**config.mk**
```make
export PLATFORM = sky130hd
export DESIGN_NAME = hpt_walker
export DESIGN_NICKNAME = d
export VERILOG_FILES = /design/src/rtl/hptw_pkg.sv /design/src/rtl/hptw_group_addr.sv /design/src/rtl/hptw_entry_cmp.sv /design/src/rtl/hptw_exc_gen.sv /design/src/rtl/hpt_walker.sv
export SDC_FILE = /design/constraint.sdc
export NUM_CORES = 1
export LEC_CHECK = 0
export ABC_AREA = 1
export BUFFER_PORTS_ARGS = -buffer_cell sky130_fd_sc_hd__clkbuf_2
export CAP_MARGIN = 20
export CORE_AREA = 2 2 364 366
export CTS_BUF_LIST = sky130_fd_sc_hd__clkbuf_8
export CTS_CLUSTER_DIAMETER = 50
export CTS_CLUSTER_SIZE = 10
export DETAILED_ROUTE_END_ITERATION = 16
export DIE_AREA = 0 0 366 368
export SLEW_MARGIN = 10
export SYNTH_ARGS = -nofsm -noshare
export SYNTH_HDL_FRONTEND = slang
export SYNTH_SLANG_ARGS = --single-unit
export TNS_END_PERCENT = 100
```
**constraint.sdc**
```tcl
create_clock -name clk -period 1.75 [get_ports clk]
set_input_delay 0 -clock clk [delete_from_list [all_inputs] [get_ports clk]]
set_output_delay 0 -clock clk [all_outputs]
set_load 0.01 [all_outputs]
```
**src/rtl/hptw_pkg.sv**
```systemverilog
package hptw_pkg;

    localparam int ADDR_W     = 32;
    localparam int VSID_W     = 24;
    localparam int PIDX_W     = 11;
    localparam int HASH_W     = 19;
    localparam int OFF_W      = 17;
    localparam int API_W      = 6;
    localparam int SEG_SEL_W  = 4;
    localparam int SEG_COUNT  = 1 << SEG_SEL_W;
    localparam int GRP_LO_W   = 10;
    localparam int MASK_W     = 9;
    localparam int RPN_W      = 20;

    localparam logic [31:0] SRR1_KEEP   = 32'h87C0_FFFF;
    localparam logic [31:0] MSR_CLEAR   = 32'h0004_EF36;
    localparam logic [31:0] STORAGE_VEC = 32'hFFF0_0300;
    localparam logic [31:0] FSR_NOMATCH = 32'h4000_0000;

    typedef enum logic [1:0] {
        ST_IDLE = 2'd0,
        ST_TAG  = 2'd1,
        ST_PHYS = 2'd2
    } walk_state_e;

    typedef struct packed {
        logic              valid;
        logic [VSID_W-1:0] vsid;
        logic              hsel;
        logic [API_W-1:0]  api;
    } pte_tag_t;

    typedef struct packed {
        logic [31:0] save_pc;
        logic [31:0] save_msr;
        logic [31:0] fault_addr;
        logic [31:0] fault_status;
        logic [31:0] new_msr;
        logic [31:0] new_pc;
    } storage_exc_t;

    function automatic pte_tag_t unpack_tag(input logic [31:0] w);
        pte_tag_t t;
        t.valid = w[31];
        t.vsid  = w[30:7];
        t.hsel  = w[6];
        t.api   = w[5:0];
        return t;
    endfunction

    function automatic logic [HASH_W-1:0] base_hash(input logic [VSID_W-1:0] vsid,
                                                    input logic [PIDX_W-1:0] pidx);
        return vsid[HASH_W-1:0] ^ {{(HASH_W-PIDX_W){1'b0}}, pidx};
    endfunction

endpackage

```
**src/rtl/hptw_group_addr.sv**
```systemverilog
module hptw_group_addr
    import hptw_pkg::*;
#(
    parameter int SLOTS = 8,
    localparam int SLOT_W = (SLOTS > 1) ? $clog2(SLOTS) : 1,
    localparam int GRP_SH = $clog2(SLOTS * 8)
) (
    input  logic [VSID_W-1:0] vsid,
    input  logic [PIDX_W-1:0] pidx,
    input  logic              pass,
    input  logic [31:0]       base,
    input  logic [SLOT_W-1:0] slot,
    input  logic              word_sel,
    output logic [31:0]       addr
);
    logic [HASH_W-1:0]       hash_first;
    logic [HASH_W-1:0]       hash_cur;
    logic [MASK_W-1:0]       hi_bits;
    logic [31:0]             grp_base;
    logic [31:0]             grp_off;
    logic [31:0]             slot_off;

    always_comb begin
        hash_first = base_hash(vsid, pidx);
        hash_cur   = pass ? ~hash_first : hash_first;
        hi_bits    = hash_cur[HASH_W-1:GRP_LO_W] & base[MASK_W-1:0];
        grp_base   = {base[31:16], 16'h0000} | {7'b0, hi_bits, 16'h0000};
        grp_off    = 32'(hash_cur[GRP_LO_W-1:0]) << GRP_SH;
        slot_off   = (32'(slot) << 3) | (32'(word_sel) << 2);
        addr       = grp_base + grp_off + slot_off;
    end
endmodule

```
**src/rtl/hptw_entry_cmp.sv**
```systemverilog
module hptw_entry_cmp
    import hptw_pkg::*;
(
    input  logic [31:0]       word0,
    input  logic [VSID_W-1:0] vsid,
    input  logic [API_W-1:0]  api,
    input  logic              pass,
    output logic              hit
);
    pte_tag_t tag;

    always_comb begin
        tag = unpack_tag(word0);
        hit = tag.valid && (tag.vsid == vsid) && (tag.api == api) && (tag.hsel == pass);
    end
endmodule

```
**src/rtl/hptw_exc_gen.sv**
```systemverilog
module hptw_exc_gen
    import hptw_pkg::*;
(
    input  logic [31:0]  pc,
    input  logic [31:0]  msr,
    input  logic [31:0]  ea,
    output storage_exc_t exc
);
    always_comb begin
        exc.save_pc      = pc;
        exc.save_msr     = msr & SRR1_KEEP;
        exc.fault_addr   = ea;
        exc.fault_status = FSR_NOMATCH;
        exc.new_msr      = msr & ~MSR_CLEAR;
        exc.new_pc       = STORAGE_VEC;
    end
endmodule

```
**src/rtl/hpt_walker.sv**
```systemverilog
module hpt_walker
    import hptw_pkg::*;
#(
    parameter int SLOTS = 8,
    localparam int SLOT_W = (SLOTS > 1) ? $clog2(SLOTS) : 1
) (
    input  logic                    clk,
    input  logic                    rst,
    input  logic                    req_valid,
    input  logic [31:0]             req_ea,
    input  logic [31:0]             req_pc,
    input  logic [31:0]             req_msr,
    input  logic [SEG_COUNT*32-1:0] seg_regs,
    input  logic [31:0]             table_base,
    output logic                    busy,
    output logic                    mem_req,
    output logic [31:0]             mem_addr,
    input  logic                    mem_valid,
    input  logic [31:0]             mem_rdata,
    output logic                    done,
    output logic                    fault,
    output logic [31:0]             pa,
    output logic [31:0]             exc_save_pc,
    output logic [31:0]             exc_save_msr,
    output logic [31:0]             exc_fault_addr,
    output logic [31:0]             exc_fault_status,
    output logic [31:0]             exc_msr,
    output logic [31:0]             exc_pc
);
    localparam logic [SLOT_W-1:0] LAST_SLOT = SLOT_W'(SLOTS - 1);

    logic [VSID_W-1:0] seg_vsid [SEG_COUNT];

    for (genvar gi = 0; gi < SEG_COUNT; gi++) begin : g_seg
        assign seg_vsid[gi] = seg_regs[gi*32 +: VSID_W];
    end

    walk_state_e       state_q;
    logic              pass_q;
    logic [SLOT_W-1:0] slot_q;
    logic [31:0]       ea_q;
    logic [31:0]       pc_q;
    logic [31:0]       msr_q;
    logic [31:0]       base_q;
    logic [VSID_W-1:0] vsid_q;
    logic              done_q;
    logic              fault_q;
    logic [31:0]       pa_q;
    storage_exc_t      exc_q;

    logic [PIDX_W-1:0] pidx;
    logic [API_W-1:0]  api;
    logic              entry_hit;
    storage_exc_t      exc_c;

    assign pidx = ea_q[OFF_W +: PIDX_W];
    assign api  = pidx[PIDX_W-1 -: API_W];

    hptw_group_addr #(.SLOTS(SLOTS)) u_addr (
        .vsid     (vsid_q),
        .pidx     (pidx),
        .pass     (pass_q),
        .base     (base_q),
        .slot     (slot_q),
        .word_sel (state_q == ST_PHYS),
        .addr     (mem_addr)
    );

    hptw_entry_cmp u_cmp (
        .word0 (mem_rdata),
        .vsid  (vsid_q),
        .api   (api),
        .pass  (pass_q),
        .hit   (entry_hit)
    );

    hptw_exc_gen u_exc (
        .pc  (pc_q),
        .msr (msr_q),
        .ea  (ea_q),
        .exc (exc_c)
    );

    always_ff @(posedge clk) begin
        if (rst) begin
            state_q <= ST_IDLE;
            pass_q  <= 1'b0;
            slot_q  <= '0;
            ea_q    <= '0;
            pc_q    <= '0;
            msr_q   <= '0;
            base_q  <= '0;
            vsid_q  <= '0;
            done_q  <= 1'b0;
            fault_q <= 1'b0;
            pa_q    <= '0;
            exc_q   <= '0;
        end else begin
            done_q  <= 1'b0;
            fault_q <= 1'b0;
            unique case (state_q)
                ST_IDLE: begin
                    if (req_valid) begin
                        ea_q    <= req_ea;
                        pc_q    <= req_pc;
                        msr_q   <= req_msr;
                        base_q  <= table_base;
                        vsid_q  <= seg_vsid[req_ea[31:32-SEG_SEL_W]];
                        pass_q  <= 1'b0;
                        slot_q  <= '0;
                        state_q <= ST_TAG;
                    end
                end
                ST_TAG: begin
                    if (mem_valid) begin
                        if (entry_hit) begin
                            state_q <= ST_PHYS;
                        end else if (slot_q != LAST_SLOT) begin
                            slot_q <= slot_q + 1'b1;
                        end else if (!pass_q) begin
                            pass_q <= 1'b1;
                            slot_q <= '0;
                        end else begin
                            done_q  <= 1'b1;
                            fault_q <= 1'b1;
                            exc_q   <= exc_c;
                            state_q <= ST_IDLE;
                        end
                    end
                end
                ST_PHYS: begin
                    if (mem_valid) begin
                        pa_q    <= (ea_q & 32'h0001_FFFF) | {mem_rdata[31:32-RPN_W], 12'h000};
                        done_q  <= 1'b1;
                        state_q <= ST_IDLE;
                    end
                end
                default: state_q <= ST_IDLE;
            endcase
        end
    end

    assign busy             = (state_q != ST_IDLE);
    assign mem_req          = busy;
    assign done             = done_q;
    assign fault            = fault_q;
    assign pa               = pa_q;
    assign exc_save_pc      = exc_q.save_pc;
    assign exc_save_msr     = exc_q.save_msr;
    assign exc_fault_addr   = exc_q.fault_addr;
    assign exc_fault_status = exc_q.fault_status;
    assign exc_msr          = exc_q.new_msr;
    assign exc_pc           = exc_q.new_pc;
endmodule

```
==> results.json <==
{
  "outcome": "finished with violations",
  "failed_checks": "negative setup slack",
  "grt_max_degree": 115,
  "yosysMostFrequentCell": "nor2_1",
  "tns_ps": -19630,
  "fin_util_pct": 19.2,
  "synth_seq_cells": 280,
  "register_area_um2": 5630,
  "antenna_found_initial": 34,
  "cp_max_fo": 9,
  "worst_pin_slew_ps": 721,
  "first_global_vias": 18278,
  "r2r_start": "vsid_q[8]",
  "pre_cts_slack_ps": -494,
  "layout-drive-gt1-share_pct": 36.4,
  "dp.cells": 4662,
  "clock_skew_ps": 60.8,
  "hold_viol": 0,
  "worstRegToRegCells": 14,
  "nFillCells": 14752,
  "finalCriticalPeriod_ps": 2020,
  "cts_made_buffers": 46,
  "initial_utilization_pct": 11.5,
  "synth_top_area_cell": "dfxtp_1",
  "rows": 133,
  "multi_input_area_um2": 8350,
  "grt_pass1_wl_um": 135000,
  "power.leakage_nw": 11.0,
  "ys_top_cells_by_area": "dfxtp_1 37%, nor2_1 13%, o21ai_0 13%",
  "routed-wl-met3_um": 8000,
  "crit_required_ps": 2290,
  "placedInstanceArea_um2": 21400,
  "postRouteAntennaNets": 0,
  "final_cells": 4928,
  "crit_type": "reg -> reg",
  "vias": 19243,
  "slew_viol_final": 0,
  "dieArea_um2": 135000,
  "cp-start-kind": "flop",
  "power_density_nw_per_um2": 757,
  "drt-initial-drc-count": 1092,
  "synth-seq-area-share_pct": 37.4,
  "clk_latency_ps": 660,
  "netlist_instances": 2214,
  "cts_root_buf": "clkbuf_8",
  "synth_edf_count": 0,
  "track_usage_pct": 13.9,
  "holdWs_ps": 23.6,
  "hold_path.class": "in -> reg",
  "setup_viol": 118,
  "worstHoldStart": "seg_regs[101]",
  "final.period_utilization_pct": 115,
  "cap_violations": 0,
  "hold_end": "vsid_q[5]",
  "io_pins": 936,
  "post_drt_wl_per_cell_um": 20.3,
  "routabilityCongestion": 0.899,
  "layout.nets": 3819,
  "path_clk_slew_ps": 70,
  "synthTopCellsByCount": "505 x nor2_1, 378 x o21ai_0, 280 x dfxtp_1",
  "drc": 0,
  "numPortBuffers": 726,
  "relSlewSlack_pct": 51.9,
  "syn_area_um2": 15000,
  "vias_per_cell": 3.90,
  "synth_async_sr_flop_share_pct": 0,
  "clock_path_buffers": 3,
  "grt_overflow": 0,
  "finalPower_mw": 19.0,
  "cts_tree": "built",
  "hold_depth": 7,
  "setup_slack_ps": -265,
  "die_width_um": 366,
  "wl_um": 100000,
  "dp_hpwl_um": 75600,
  "die_h_um": 368,
  "met1_length_um": 47900,
  "cp-end-kind": "flop",
  "max_freq_ghz": 0.496,
  "peakVddDrop_uv": 548,
  "reg2reg_slack_ps": -270,
  "cts_htree_levels": 2,
  "core_um2": 131000,
  "finalInstanceArea_um2": 25100,
  "synth_top_area_share_pct": 37.4,
  "yosysWarnings": 0,
  "area_growth_pct": 67.6,
  "rsz0062_at_grt": "true",
  "top_layer": "met5",
  "cts.sinks": 280,
  "synth.avg_cell_area_um2": 6.77,
  "synth_flop_cell": "dfxtp_1",
  "cp.arrival_ps": 2560,
  "met2WireLength_um": 42100,
  "ys_types": 35,
  "r2r-end": "exc_save_pc[3]",
  "dr.pass1.iters": 5
}
## critical path, cell delays in order (launching register included)
cell,delay (ps)
dfxtp_2,330
inv_1,50
nand2_2,130
nand2_1,70
inv_1,60
nand2_2,60
nor2_4,160
nand2_4,100
nor2_4,180
nand2_4,90
nand3_4,140
buf_12,160
clkbuf_16,180
nand2_1,50
a21oi_1,130
## cell families after synthesis
kind of cell	share of synthesized area, %
compound gates	23.2
xor+xnor	1.81
fa+ha+maj	0.501
buf+inv	12.6
flops	37.4
other cells	0.0250
simple gates	24.4
## sequential cells by signal (all words and copies together), names as in the netlist
name and cells:
vsid_q 24, exc_pc 1, pass_q 1, msr_q 31, fault 1, state_q 2
pa 32, pc_q 32, slot_q 3, base_q 25, exc_fault_addr 32, exc_msr 20
ea_q 32, done 1, exc_save_msr 11, exc_save_pc 32
## repair_timing
action	in CTS	in global routing
setup buffers	19	6
hold buffers	149	0
hold endpoints to repair	242	0
endpoints found under the setup margin	127	132
gates resized for setup	98	112
pin swaps	19	32
cloned	9	8
## metal layers
| metal | global-route usage (%) | vias up |
|---|---|---|
| met4 | 2.54 | 24 |
| met2 | 20.8 | 841 |
| met3 | 3.34 | 126 |
| li1 | - | 9177 |
| met5 | 0 | - |
| met1 | 20.1 | 9075 |
## power breakdown
| group | total [mW] | switching (mW) | internal (mW) | leakage [nW] |
|---|---|---|---|---|
| logic | 5.81 | 3.24 | 2.57 | 8.26 |
| clock network | 6.03 | 3.14 | 2.89 | 0.455 |
| registers | 7.20 | 0.365 | 6.83 | 2.30 |
| total | 19.0 | 6.75 | 12.3 | 11.0 |
## cell type report
class                           count  area share (%)
Inverter                           87            1.41
Tap cell                         1755            8.74
Sequential cell                   280            22.4
Timing Repair Buffer             1098            30.6
Multi-Input combinational cell   1624            33.2
Clock buffer                       47            2.57
Antenna cell                       13           0.129
Clock inverter                     24           0.926
## how the worst max path moves through the flow
stage | start | end | slack (ps)
after detailed placement | vsid_q[9] | exc_msr[27] | -490
final | vsid_q[8] | exc_save_pc[3] | -270
after global placement | vsid_q[9] | exc_fault_addr[0] | -490
after floorplan | state_q[0] | base_q[25] | 30
after CTS | vsid_q[14] | exc_save_pc[3] | -240
after global routing | vsid_q[8] | exc_msr[30] | -290
## layout by cell type, fill, tap and decap left out, types with 7 or more instances in the layout
master | synthesis | routed
clkbuf_2 | 0 | 705
nor2_1 | 505 | 500
o21ai_0 | 378 | 376
dfxtp_1 | 280 | 266
nand2_1 | 218 | 178
buf_4 | 108 | 162
dlygate4sd3_1 | 0 | 149
a21oi_1 | 132 | 118
nand4_1 | 100 | 100
conb_1 | 1 | 73
inv_1 | 73 | 64
o221ai_1 | 56 | 56
clkbuf_8 | 0 | 48
buf_12 | 0 | 47
nand3_1 | 47 | 45
o22ai_1 | 40 | 40
nand2_2 | 1 | 22
nand2_4 | 0 | 19
a21oi_2 | 0 | 14
inv_2 | 7 | 14
diode_2 | 0 | 13
xnor2_1 | 20 | 13
inv_6 | 0 | 13
buf_6 | 3 | 13
dfxtp_2 | 0 | 10
o21a_1 | 8 | 8
xor2_2 | 0 | 8
buf_2 | 24 | 8
clkbuf_16 | 0 | 7
No activity file was read; power rests on OpenSTA's default activity.
